`src/rtl/ccr_pkg.sv`:
```
package ccr_pkg;

  localparam int CW = 16;
  localparam logic [CW-1:0] RD_REQ_WORD = 16'h8000;
  localparam logic [CW-1:0] RD_RDY_WORD = 16'hC000;
  localparam logic [CW-1:0] CFG_KEEP    = 16'h03BF;

  // bit 9 down to bit 0 of the configuration register
  typedef struct packed {
    logic [2:0] gain;
    logic       spare;
    logic       dig_on;
    logic       ana_on;
    logic       adc_byp;
    logic       dac_byp;
    logic       mux_aux;
    logic       pre_on;
  } cfg_t;

  typedef enum logic [2:0] {
    WK_NONE, WK_WRITE, WK_RDREQ, WK_RDRDY, WK_DATA
  } word_kind_e;

  function automatic word_kind_e classify(input logic valid, input logic is_data,
                                          input logic [CW-1:0] w);
    if (!valid)                 return WK_NONE;
    else if (is_data)           return WK_DATA;
    else if (!w[CW-1])          return WK_WRITE;
    else if (w == RD_REQ_WORD)  return WK_RDREQ;
    else if (w == RD_RDY_WORD)  return WK_RDRDY;
    else                        return WK_NONE;
  endfunction

  function automatic cfg_t cfg_of(input logic [CW-1:0] w);
    logic [CW-1:0] m;
    m = w & CFG_KEEP;
    return cfg_t'(m[9:0]);
  endfunction

  function automatic logic [CW-1:0] word_of(input cfg_t c);
    return {6'd0, c};
  endfunction

  function automatic logic powered(input cfg_t c);
    return c.ana_on & c.dig_on;
  endfunction

  // 6 - 3*code, modulo 64 (two's complement)
  function automatic logic [5:0] gain_db_of(input logic [2:0] code);
    logic [5:0] one;
    logic [5:0] two;
    one = {3'b000, code};
    two = {2'b00, code, 1'b0};
    return 6'd6 - two - one;
  endfunction

endpackage

```
`src/rtl/ccr_decode.sv`:
```
module ccr_decode import ccr_pkg::*; (
  input  logic          in_done,
  input  logic          in_is_data,
  input  logic [CW-1:0] in_word,
  output logic          wr_stb,
  output logic          rdreq_stb,
  output logic          rdrdy_stb,
  output logic          data_stb,
  output cfg_t          wr_cfg
);

  word_kind_e kind;

  always_comb begin
    kind      = classify(in_done, in_is_data, in_word);
    wr_stb    = (kind == WK_WRITE);
    rdreq_stb = (kind == WK_RDREQ);
    rdrdy_stb = (kind == WK_RDRDY);
    data_stb  = (kind == WK_DATA);
    wr_cfg    = cfg_of(in_word);
  end

endmodule

```
`src/rtl/ccr_regfile.sv`:
```
module ccr_regfile import ccr_pkg::*; (
  input  logic clk,
  input  logic rst_n,
  input  logic wr_stb,
  input  cfg_t wr_cfg,
  input  logic rdreq_stb,
  input  logic rdrdy_stb,
  input  logic link_busy,
  input  logic slot_free,
  output cfg_t cfg,
  output logic reply_fire
);

  typedef enum logic [1:0] {RD_IDLE, RD_ARMED, RD_SEND} rd_st_e;
  rd_st_e rd_st;

  always_ff @(posedge clk or negedge rst_n) begin
    if (!rst_n)      cfg <= '0;
    else if (wr_stb) cfg <= wr_cfg;
  end

  assign reply_fire = (rd_st == RD_SEND) && !link_busy && slot_free;

  always_ff @(posedge clk or negedge rst_n) begin
    if (!rst_n) rd_st <= RD_IDLE;
    else begin
      case (rd_st)
        RD_IDLE:  if (rdreq_stb)  rd_st <= RD_ARMED;
        RD_ARMED: if (rdrdy_stb)  rd_st <= RD_SEND;
        RD_SEND:  if (reply_fire) rd_st <= RD_IDLE;
        default:                  rd_st <= RD_IDLE;
      endcase
    end
  end

  // only a write strobe may move the register
  p_cfg_only_on_write_r4: assert property (@(posedge clk) disable iff (!rst_n)
    !wr_stb |=> $stable(cfg));

  // a reply becomes due only right after a ready word
  p_send_after_ready_r5: assert property (@(posedge clk) disable iff (!rst_n)
    $rose(rd_st == RD_SEND) |-> $past(rdrdy_stb));

endmodule

```
`src/rtl/ccr_tx_sched.sv`:
```
module ccr_tx_sched import ccr_pkg::*; #(
  parameter int FRAME_CLKS   = 325,
  parameter int STARTUP_CLKS = 410,
  parameter int SYNC_LEAD    = 1
) (
  input  logic          clk,
  input  logic          rst_n,
  input  logic          start_stb,
  input  logic          pwr_on,
  input  logic          reply_fire,
  input  logic [CW-1:0] reg_word,
  input  logic [CW-1:0] adc_sample,
  output logic          tx_load,
  output logic          tx_is_reg,
  output logic [CW-1:0] tx_word,
  output logic          data_fire
);

  localparam int WORD_LEN  = CW + SYNC_LEAD;
  localparam int WARM_LOAD = STARTUP_CLKS - WORD_LEN - 1;
  localparam int CNT_MAX   = (FRAME_CLKS > WARM_LOAD) ? FRAME_CLKS : WARM_LOAD;
  localparam int CNT_W     = $clog2(CNT_MAX + 1);

  typedef enum logic [1:0] {S_OFF, S_WARM, S_RUN} sch_st_e;
  sch_st_e          st;
  logic [CNT_W-1:0] cnt;
  logic             cnt_last;

  assign cnt_last  = (cnt == CNT_W'(1));
  assign data_fire = (st != S_OFF) && cnt_last && pwr_on && !reply_fire;

  always_ff @(posedge clk or negedge rst_n) begin
    if (!rst_n) begin
      st  <= S_OFF;
      cnt <= '0;
    end else if (start_stb) begin
      st  <= S_WARM;
      cnt <= CNT_W'(WARM_LOAD);
    end else if (!pwr_on) begin
      st  <= S_OFF;
      cnt <= '0;
    end else if (st != S_OFF) begin
      if ((reply_fire && (st == S_RUN || cnt_last)) || data_fire) begin
        st  <= S_RUN;
        cnt <= CNT_W'(FRAME_CLKS);
      end else begin
        cnt <= cnt - CNT_W'(1);
      end
    end
  end

  always_ff @(posedge clk or negedge rst_n) begin
    if (!rst_n) begin
      tx_load   <= 1'b0;
      tx_is_reg <= 1'b0;
      tx_word   <= '0;
    end else begin
      tx_load <= data_fire || reply_fire;
      if (reply_fire) begin
        tx_is_reg <= 1'b1;
        tx_word   <= reg_word;
      end else if (data_fire) begin
        tx_is_reg <= 1'b0;
        tx_word   <= adc_sample;
      end
    end
  end

  // a sample load needs both power flags in the cycle it was decided
  p_sample_needs_power_r8: assert property (@(posedge clk) disable iff (!rst_n)
    (tx_load && !tx_is_reg) |-> $past(pwr_on));

  // the outgoing word only moves together with a load
  p_word_moves_on_load_r13: assert property (@(posedge clk) disable iff (!rst_n)
    !$stable(tx_word) |-> tx_load);

endmodule

```
`src/rtl/ccr_dac_hold.sv`:
```
module ccr_dac_hold import ccr_pkg::*; (
  input  logic          clk,
  input  logic          rst_n,
  input  logic          data_stb,
  input  logic [CW-1:0] data_word,
  input  logic          frame_fire,
  output logic [CW-1:0] dac_out
);

  logic [CW-1:0] pend;

  always_ff @(posedge clk or negedge rst_n) begin
    if (!rst_n) begin
      pend    <= '0;
      dac_out <= '0;
    end else begin
      if (data_stb)   pend    <= data_word;
      if (frame_fire) dac_out <= data_stb ? data_word : pend;
    end
  end

  // the DAC sample moves only on a frame boundary
  p_dac_moves_on_frame_r12: assert property (@(posedge clk) disable iff (!rst_n)
    !$stable(dac_out) |-> $past(frame_fire));

endmodule

```
`src/rtl/codec_ctrl_core.sv`:
```
module codec_ctrl_core import ccr_pkg::*; #(
  parameter int FRAME_CLKS   = 325,
  parameter int STARTUP_CLKS = 410,
  parameter int SYNC_LEAD    = 1
) (
  input  logic          clk,
  input  logic          rst_n,
  input  logic          in_done,
  input  logic          in_is_data,
  input  logic [15:0]   in_word,
  input  logic [15:0]   adc_sample,
  input  logic          link_busy,
  output logic          tx_load,
  output logic          tx_is_reg,
  output logic [15:0]   tx_word,
  output logic [15:0]   dac_out,
  output logic          pre_on,
  output logic          mux_aux,
  output logic          dac_hpf_byp,
  output logic          adc_hpf_byp,
  output logic          ana_on,
  output logic          dig_on,
  output logic [2:0]    gain_code,
  output logic [5:0]    gain_db
);

  logic wr_stb, rdreq_stb, rdrdy_stb, data_stb;
  cfg_t wr_cfg, cfg;
  logic reply_fire, data_fire, start_stb;

  ccr_decode u_dec (
    .in_done(in_done), .in_is_data(in_is_data), .in_word(in_word),
    .wr_stb(wr_stb), .rdreq_stb(rdreq_stb), .rdrdy_stb(rdrdy_stb),
    .data_stb(data_stb), .wr_cfg(wr_cfg)
  );

  ccr_regfile u_reg (
    .clk(clk), .rst_n(rst_n), .wr_stb(wr_stb), .wr_cfg(wr_cfg),
    .rdreq_stb(rdreq_stb), .rdrdy_stb(rdrdy_stb), .link_busy(link_busy),
    .slot_free(!tx_load), .cfg(cfg), .reply_fire(reply_fire)
  );

  // warm-up starts only on the write that turns the codec on
  assign start_stb = wr_stb && powered(wr_cfg) && !powered(cfg);

  ccr_tx_sched #(
    .FRAME_CLKS(FRAME_CLKS), .STARTUP_CLKS(STARTUP_CLKS), .SYNC_LEAD(SYNC_LEAD)
  ) u_sched (
    .clk(clk), .rst_n(rst_n), .start_stb(start_stb), .pwr_on(powered(cfg)),
    .reply_fire(reply_fire), .reg_word(word_of(cfg)), .adc_sample(adc_sample),
    .tx_load(tx_load), .tx_is_reg(tx_is_reg), .tx_word(tx_word),
    .data_fire(data_fire)
  );

  ccr_dac_hold u_dac (
    .clk(clk), .rst_n(rst_n), .data_stb(data_stb), .data_word(in_word),
    .frame_fire(data_fire), .dac_out(dac_out)
  );

  assign pre_on      = cfg.pre_on;
  assign mux_aux     = cfg.mux_aux;
  assign dac_hpf_byp = cfg.dac_byp;
  assign adc_hpf_byp = cfg.adc_byp;
  assign ana_on      = cfg.ana_on;
  assign dig_on      = cfg.dig_on;
  assign gain_code   = cfg.gain;
  assign gain_db     = gain_db_of(cfg.gain);

  // a register reply never starts on a busy link
  p_reply_idle_link_r6: assert property (@(posedge clk) disable iff (!rst_n)
    (tx_load && tx_is_reg) |-> $past(!link_busy));

  // commands with the top bit set leave the configuration alone
  p_cmd_keeps_cfg_r4: assert property (@(posedge clk) disable iff (!rst_n)
    (in_done && !in_is_data && in_word[15]) |=> $stable(gain_code) && $stable(ana_on) && $stable(dig_on));

endmodule

```
`config.mk`:
```
export PLATFORM = sky130hd
export DESIGN_NAME = codec_ctrl_core
export DESIGN_NICKNAME = d
export VERILOG_FILES = /design/src/rtl/ccr_pkg.sv /design/src/rtl/ccr_decode.sv /design/src/rtl/ccr_regfile.sv /design/src/rtl/ccr_tx_sched.sv /design/src/rtl/ccr_dac_hold.sv /design/src/rtl/codec_ctrl_core.sv
export SDC_FILE = /design/constraint.sdc
export NUM_CORES = 1
export LEC_CHECK = 0
export ABC_AREA = 0
export CORE_MARGIN = 8
export CORE_UTILIZATION = 49
export DETAILED_ROUTE_END_ITERATION = 12
export HOLD_SLACK_MARGIN = 0.06
export MAX_ROUTING_LAYER = met4
export PLACE_DENSITY = 0.8
export SYNTH_ARGS = -nofsm -noshare
export SYNTH_HDL_FRONTEND = slang
export SYNTH_SLANG_ARGS = --single-unit
```
`constraint.sdc`:
```
create_clock -name clk -period 3 [get_ports clk]
set_clock_uncertainty 0.05 [all_clocks]
set_input_delay 0.6 -clock clk [delete_from_list [all_inputs] [get_ports clk]]
set_output_delay 0.6 -clock clk [all_outputs]
set_load 0.02 [all_outputs]
```
After elaboration in Yosys (flattened, before gate mapping)
Index checks and enable logic that the tools add are counted.
{"block": "op_classes", "multipliers": 0, "eq_ne": 15, "n_lt_le_gt_ge": 0, "div": 0, "n_shift": 0, "n_addsub": 3, "reduce_logical": 20, "n_mux": 22, "bitwise": 2}
{"operator": "$mux 16", "count": 3}
{"operator": "$mux 9", "count": 4}
{"operator": "$eq 16x16->1 const B", "count": 2}
{"operator": "$mux 2", "count": 8}
{"operator": "$mux 3", "count": 4}
{"operator": "$eq 9x1->1 const B", "count": 1}
{"operator": "$sub 9x1->9 const B", "count": 1}
{"operator": "$logic_and 1x1->1", "count": 8}
{"operator": "$eq 3x2->1 const B", "count": 2}
{"operator": "$ne 3x3->1 const B", "count": 2}
{"operator": "$pmux 2 s3", "count": 1}
{"operator": "$sub 5x4->6", "count": 1}
{"operator": "$sub 3x4->5 const A", "count": 1}
{"operator": "$eq 2x2->1 const B", "count": 2}
{"operator": "$logic_not 1->1", "count": 4}
{"operator": "$ne 2x2->1 const B", "count": 2}
{"operator": "$reduce_bool 2->1", "count": 2}
{"operator": "$eq 3x1->1 const B", "count": 1}
{"operator": "$eq 3x3->1 const B", "count": 1}
{"operator": "$logic_or 1x1->1", "count": 3}
{"operator": "$reduce_and 3->1", "count": 1}
{"operator": "$and 1x1->1", "count": 2}
{"operator": "$eq 2x1->1 const B", "count": 1}
{"operator": "$logic_not 2->1", "count": 1}
{"operator": "3 further kinds", "count": 4}
{"block": "word_totals", "memories": 0, "output_inout_bits": 49, "rom_bits": 0, "ramBits": 0, "latch_bits": 0, "inputBits": 37, "reg_bits": 72}

Depth between registers and ports, before layout
Gate-level depths: netlist of run 1.
{"block": "depth", "word_depth": 11, "mapped_depth": 8, "ltp_nobuf": 6}

Cells and area by module
From an unflattened synthesis of run 1, not the netlist that was laid out.
{"block": "unflattened", "cells_unflattened": 307, "area_unflattened_um2": 3712.3}
{"mod": "ccr_tx_sched", "instances": 1, "area_each_um2": 1569.0, "cells_per_inst": 165}
{"mod": "ccr_dac_hold", "instances": 1, "area_each_um2": 1280.0, "cells_per_inst": 68}
{"mod": "ccr_regfile", "instances": 1, "area_each_um2": 511.7, "cells_per_inst": 31}
{"mod": "codec_ctrl_core", "instances": 1, "area_each_um2": 177.7, "cells_per_inst": 21}
{"mod": "ccr_decode", "instances": 1, "area_each_um2": 173.9, "cells_per_inst": 22}

Least setup slack after synthesis of run 1
OpenSTA, ideal clock, no wires.
{"block": "synth_timing", "kind": "input port to flip-flop", "start": "in link_busy", "end": "reg u_sched.cnt[8]", "arrival_time_ns": 2.170, "slack_ns": 0.684, "setup_time_ns": 0.095, "n_path_buf": 1, "required_ns": 2.855, "path_stages": 5, "cell_sequence": "or4b_2 buf_2 a21oi_1 and4b_1 o31ai_1"}
{"block": "synth_via", "elab_chain_cells": 10, "word_cells_on_any_way": 11}
{"item": "start, declared", "line": "codec_ctrl_core.sv:12", "source": "input logic link_busy,"}
{"item": "$logic_not 1->1 (*)", "line": "ccr_regfile.sv:22", "source": "assign reply_fire = (rd_st == RD_SEND) && !link_busy && slot_free;"}
{"item": "$logic_and 1x1->1 (*) (2 in a row)", "line": "ccr_regfile.sv:22"}
{"item": "$logic_not 1->1", "line": "ccr_tx_sched.sv:30", "source": "assign data_fire = (st != S_OFF) && cnt_last && pwr_on && !reply_fire;"}
{"item": "$logic_and 1x1->1", "line": "ccr_tx_sched.sv:30"}
{"item": "$logic_or 1x1->1 (*)", "line": "ccr_tx_sched.sv:43", "source": "if ((reply_fire && (st == S_RUN || cnt_last)) || data_fire) begin"}
{"item": "$mux 9 (*)", "line": "ccr_tx_sched.sv:43"}
{"item": "$mux 9 (*)", "line": "ccr_tx_sched.sv:42", "source": "end else if (st != S_OFF) begin"}
{"item": "$mux 9 (*)", "line": "ccr_tx_sched.sv:39", "source": "end else if (!pwr_on) begin"}
{"item": "$mux 9 (*)", "line": "ccr_tx_sched.sv:36", "source": "end else if (start_stb) begin"}
{"item": "end signal, assigned", "line": "ccr_tx_sched.sv:38", "source": "cnt <= CNT_W'(WARM_LOAD);"}
{"item": "end signal, assigned", "line": "ccr_tx_sched.sv:45", "source": "cnt <= CNT_W'(FRAME_CLKS);"}
{"item": "end signal, assigned", "line": "ccr_tx_sched.sv:47", "source": "cnt <= cnt - CNT_W'(1);"}
{"item": "end, declared", "line": "ccr_tx_sched.sv:26", "source": "logic [CNT_W-1:0] cnt;"}
Every way passes the cells marked *; elsewhere a longest branch is shown, timed or not. The select of a mux whose other input is x is not followed.
A chain may end at the register's enable or synchronous reset.

Worst setup path after layout of run 1
{"block": "layout_timing", "start": "reg u_reg.cfg[7] (netlist name)", "end": "out gain_db[5]"}
{"block": "layout_via", "elab_chain_cells": 2}
{"item": "$sub 3x4->5", "line": "ccr_pkg.sv:54", "source": "return 6'd6 - two - one;"}
{"item": "$sub 5x4->6 (*)", "line": "ccr_pkg.sv:54"}
{"item": "end, declared", "line": "codec_ctrl_core.sv:24", "source": "output logic [5:0] gain_db"}
Every way passes the cells marked *; elsewhere a longest branch is shown, timed or not.

==> results of run 1 <==
critical path, cell delays in order, from the launching register on:
cell and delay, ns:
dfrtp_1 0.43, inv_1 0.14, ha_1 0.36, nand3_1 0.09, nand3_1 0.08, o21ai_0 0.11
clkdlybuf4s50_1 0.65
stage by stage:
step                setup WS, ns  utilization [%]  total power, mW
floorplan                  0.684                -             1.32
global placement           0.147             64.0             1.54
detailed placement         0.160             64.0             1.55
CTS                        0.135             66.6             2.24
global route              0.0259             66.6             2.31
finish                     0.144             66.6             2.22
cell type report:
type | instances | area [um2]
Sequential cell | 72 | 1800
Clock buffer | 10 | 138
Inverter | 6 | 22.5
Timing Repair Buffer | 96 | 928
Fill cell | 529 | 2240
Tap cell | 80 | 100
Multi-Input combinational cell | 203 | 1450
Clock inverter | 6 | 42.5
routing by layer:
metal | vias up | part of all wire, %
met5 | - | 0
met4 | 0 | 2.7
met3 | 21 | 5.3
met2 | 129 | 48
met1 | 1294 | 44
li1 | 1249 | -
power groups by stage:
stage	registers (mW)	clock network, mW	logic (mW)
after floorplan	1.11	0	0.206
after global placement	1.09	0	0.448
after detailed placement	1.10	0	0.455
after CTS	1.08	0.709	0.456
after global routing	1.09	0.741	0.484
final	1.08	0.693	0.452
cells in the final DEF (no fill, tap or decap), types with 6 or more instances in the layout:
cell,count
ha_1,6
dfrtp_1,72
clkdlybuf4s50_1,84
a31oi_1,10
mux2_2,28
nand2_1,45
nor2_1,20
mux2_4,10
clkbuf_8,10
o21ai_0,12
buf_4,11
inv_1,6
nor3_1,6
a21oi_1,12
cell families (layout without fill, tap and decap cells):
| group | count (synthesis) | in the layout |
|---|---|---|
| compound gates | 54 | 54 |
| xor+xnor | 3 | 3 |
| fa+ha+maj | 7 | 7 |
| buf+inv | 22 | 118 |
| flops | 72 | 72 |
| mux | 38 | 38 |
| simple gates | 101 | 101 |
worst min path at each step:
stage | from | end | cells after the start
6_report | rst_n | u_dac.pend[0] | 1
5_1_grt | rst_n | u_dac.dac_out[1] | 1
4_1_cts | rst_n | u_dac.pend[0] | 1
3_5_place_dp | u_dac.pend[4] | u_dac.pend[4] | 1
3_3_place_gp | u_sched.tx_is_reg | u_sched.tx_is_reg | 2
2_1_floorplan | rst_n | u_dac.dac_out[0] | 0
==> flow_summary.yaml, run 1 <==
status:
  status: "finished, final reports clean"
final_layout:
  n_antenna_cell: 0
  top_regs: "u_dac.dac_out (16), u_dac.pend (16), u_sched.tx_word (16)"
  design_area_mm2: 0.00448
  final_cell_count_no_fill: 473
  area_delta_synth_final_pct: 33.8
  nNetsFinal: 432
  drive_above_1_share_pct: 19.3
sta:
  tightest_slew_ns: 0.608
  hold_viol: 0
  finalSetupViolCount: 0
  period_share_pct: 95.2
  fin_setup_tns_ns: 0
  finalMaxSlewViolations: 0
  fin_crit_ns: 2.86
  grt_setup_unrepaired: "no"
  slew_headroom_pct: 59.4
  fmax_mhz: 350
  hold_slack_ns: 0.208
routing:
  drt-total-wl_um: 8370
  ant_nets: 0
  via_per_inst: 5.69
  first_iter_violations: 166
  route.detailed.drc: 0
  first_pass_iters: 6
  num_vias: 2693
  post_drt_wl_per_cell_um: 17.7
power:
  ir_drop_uv: 289
  p_clk_share_pct: 31.2
  p_comb_share_pct: 20.3
  sequentialPowerShare_pct: 48.5
  p_sw_mw: 0.645
  p_per_area_mw_per_mm2: 496
  p_int_mw: 1.58
  power.leakage_nw: 1.96
  netSwitchingFraction_pct: 29.0
floorplan:
  die_y_um: 98.6
  core-area_mm2: 0.00672
  fp.dieW_um: 98.6
  die_area_mm2: 0.00973
  start_util_pct: 49.8
  rows: 30
  io_pins: 86
synth:
  syn-instance-count: 297
  synthXorXnorAreaFrac_pct: 0.785
  postSynth.asyncResetShare_pct: 100
  synth-main-ff-cell: "dfrtp_1"
  netlist.area_leader.share_pct: 53.9
  ys_seq_elements: 72
  synth_compound_area_share_pct: 10.4
  synth_area_leaders: "dfrtp_1 (54%), mux2_2 (9.4%), nand2_1 (5.0%)"
  synth_top_family_by_area: "simple AND/OR/NAND/NOR gates"
  synth-edff-count: 0
  synth.most_common_cell: "dfrtp_1"
  mappedNetlistArea_mm2: 0.00335
  synth_fa_ha_area_share_pct: 2.84
  syn_nets: 341
  synth_simple_gate_area_share_pct: 15.3
  yosysSeqAreaShare_pct: 53.9
  yosys_warnings: 0
  synthTopCellsByCount: "dfrtp_1 (72), nand2_1 (45), mux2_2 (28)"
  synth_top_cell_by_area: "dfrtp_1"
  syn_avg_cell_area_um2: 11.3
  synthMuxAreaShare_pct: 13.9
  yosys.cell_types.count: 44
global_routing:
  busiest_layer: "met2"
  grt_use_met1_pct: 21.5
  grt_max_degree: 29
  track_usage_pct: 18.2
  antenna_found_initial: 0
  grt_overflow_total: 0
  grt_pass1_vias: 2750
  grt_pass1_wl_um: 13900
  grt_util_met3_pct: 4.23
  grtUsageMet2_pct: 28.6
setup_path:
  crit_type: "reg2out"
  startpoint: "u_reg.cfg[7]"
  arrival_ns: 2.21
  worstSetupEndpoint: "gain_db[5]"
  timing.rr.start: "u_sched.cnt[1]"
  crit_fanout: 5
  worst_setup_path_start_kind: "flip-flop"
  r2r_slack_ns: 0.62
  crit_path_end_kind: "output pin"
  rr_worst_depth: 6
  rr_endpoint: "u_dac.dac_out[5]"
  cp.required_ns: 2.35
cts:
  clkSinkCount: 72
  cts_tree: "done"
  root_buffer: "clkbuf_8"
  numCtsBuffers: 9
  clk_latency_ns: 0.34
  h-tree-depth: 3
  postCtsHoldBufs: 0
  post_cts_buffers: 0
  cts_buffer_depth: 2
  path_clk_slew_ns: 0.08
  post_cts_resized: 0
worst_hold_path:
  holdCritPathClass: "in2async"
placement:
  dp.cells: 457
  hpwl_um: 6250
  place_area_mm2: 0.00430
  gp_congestion: 0.933
  portBuffers: 85
flow_run:
  cap_violations: 0
(Power assumes the default switching activity.)
==> inputs of run 2 (changes only) <==
==> constraint.sdc (replaced) <==
create_clock -name clk -period 3 [get_ports clk]
set_clock_uncertainty 0.05 [all_clocks]
set_input_delay 0.45 -clock clk [delete_from_list [all_inputs] [get_ports clk]]
set_output_delay 0.45 -clock clk [all_outputs]
set_load 0.02 [all_outputs]
==> flow_summary.yaml, run 2 (synthesized netlist as in run 1, its figures left out) <==
status:
  status: "finished, final reports clean"
final_layout:
  n_antenna_cell: 0
  final_common_cell: "clkdlybuf4s50_1"
  design_area_mm2: 0.00451
  top_regs: "u_dac.dac_out (16), u_dac.pend (16), u_sched.tx_word (16)"
  drive_above_1_share_pct: 18.9
  area_delta_synth_final_pct: 34.8
  layout_common_cells: "clkdlybuf4s50_1 (84), dfrtp_1 (72), nand2_1 (45)"
  nNetsFinal: 430
setup_path:
  startpoint: "u_reg.cfg[7]"
  rr_endpoint: "u_dac.dac_out[4]"
  r2r_slack_ns: 0.61
  crit_type: "reg2out"
  rr_worst_depth: 6
  worst_setup_path_start_kind: "flip-flop"
  timing.rr.start: "u_sched.cnt[1]"
  crit_path_end_kind: "output pin"
  crit_fanout: 5
  arrival_ns: 2.16
  cp.required_ns: 2.50
sta:
  tightest_slew_ns: 0.986
  slew_headroom_pct: 34.3
  fin_setup_tns_ns: 0
  finalSetupViolCount: 0
  grt_setup_unrepaired: "no"
  fmax_mhz: 376
  hold_viol: 0
  finalMaxSlewViolations: 0
  fin_crit_ns: 2.66
  period_share_pct: 88.7
placement:
  place_area_mm2: 0.00428
  portBuffers: 85
  gp_congestion: 0.941
  hpwl_um: 6440
power:
  p_per_area_mw_per_mm2: 530
  ir_drop_uv: 411
  power.leakage_nw: 1.98
  finalPower_mw: 2.39
flow_run:
  cap_violations: 0
routing:
  first_pass_iters: 4
  first_iter_violations: 147
  ant_nets: 0
  num_vias: 2652
  drt-total-wl_um: 8680
  post_drt_wl_per_cell_um: 18.4
  route.detailed.drc: 0
  via_per_inst: 5.63
cts:
  h-tree-depth: 3
  postCtsHoldBufs: 0
  path_clk_slew_ns: 0.08
  post_cts_buffers: 0
  clkSinkCount: 72
  clk_latency_ns: 0.35
  root_buffer: "clkbuf_8"
  numCtsBuffers: 9
  cts_tree: "done"
  cts_buffer_depth: 2
  post_cts_resized: 0
global_routing:
  antenna_found_initial: 0
  grt_overflow_total: 0
  grt_pass1_wl_um: 14400
  grt_pass1_vias: 2766
  grt_max_degree: 45
  track_usage_pct: 19.0
floorplan:
  die_area_mm2: 0.00973
  die_y_um: 98.6
  io_pins: 86
  core-area_mm2: 0.00672
  fp.dieW_um: 98.6
  start_util_pct: 49.8
  rows: 30
worst_hold_path:
  holdCritPathClass: "in2async"
## run 2: per-layer routing
| metal | vias up | global-route usage [%] | share of wire (%) |
|---|---|---|---|
| met5 | - | - | 0 |
| met4 | 0 | 10.0 | 2.2 |
| met3 | 14 | 3.45 | 5.1 |
| met2 | 94 | 29.6 | 50 |
| met1 | 1294 | 23.2 | 43 |
| li1 | 1250 | - | - |
## run 2: final cells by class
| cell class | count | area, um2 |
|---|---|---|
| Fill cell | 498 | 2210 |
| Sequential cell | 72 | 1800 |
| Multi-Input combinational cell | 203 | 1450 |
| Timing Repair Buffer | 94 | 913 |
| Clock buffer | 9 | 124 |
| Clock inverter | 7 | 103 |
| Tap cell | 80 | 100 |
| Inverter | 6 | 22.5 |
## run 2: power breakdown
group,switching [mW],total (mW),internal (mW)
combinational,0.229,0.451,0.222
sequential,0.0481,1.08,1.03
clock,0.386,0.863,0.476
## run 2: metrics by stage
stage                     util [%]  std cells  hold slack [ns]  worst slack, ns
final                         67.1        471            0.215            0.339
after global routing          67.1        471            0.288            0.226
after CTS                     67.1        471            0.255            0.311
after detailed placement      63.7        455            0.413            0.282
after global placement        63.7        455            0.410            0.281
after floorplan                  -        297            0.104            0.692
## run 2: worst max-delay path by stage
| stage | end | slack [ns] |
|---|---|---|
| 2_1_floorplan | u_dac.dac_out[0] | 0.69 |
| 3_3_place_gp | u_sched.cnt[4] | 0.28 |
| 6_report | gain_db[5] | 0.34 |
| 3_5_place_dp | u_sched.cnt[4] | 0.28 |
| 5_1_grt | gain_db[5] | 0.23 |
| 4_1_cts | gain_db[5] | 0.31 |
## run 2: worst max-delay path, cell delays in order, from the launching register on
cell,delay [ns]
dfrtp_1,0.43
inv_1,0.15
ha_1,0.35
nand3_1,0.09
nand3_1,0.07
o21ai_0,0.08
clkdlybuf4s50_1,0.63
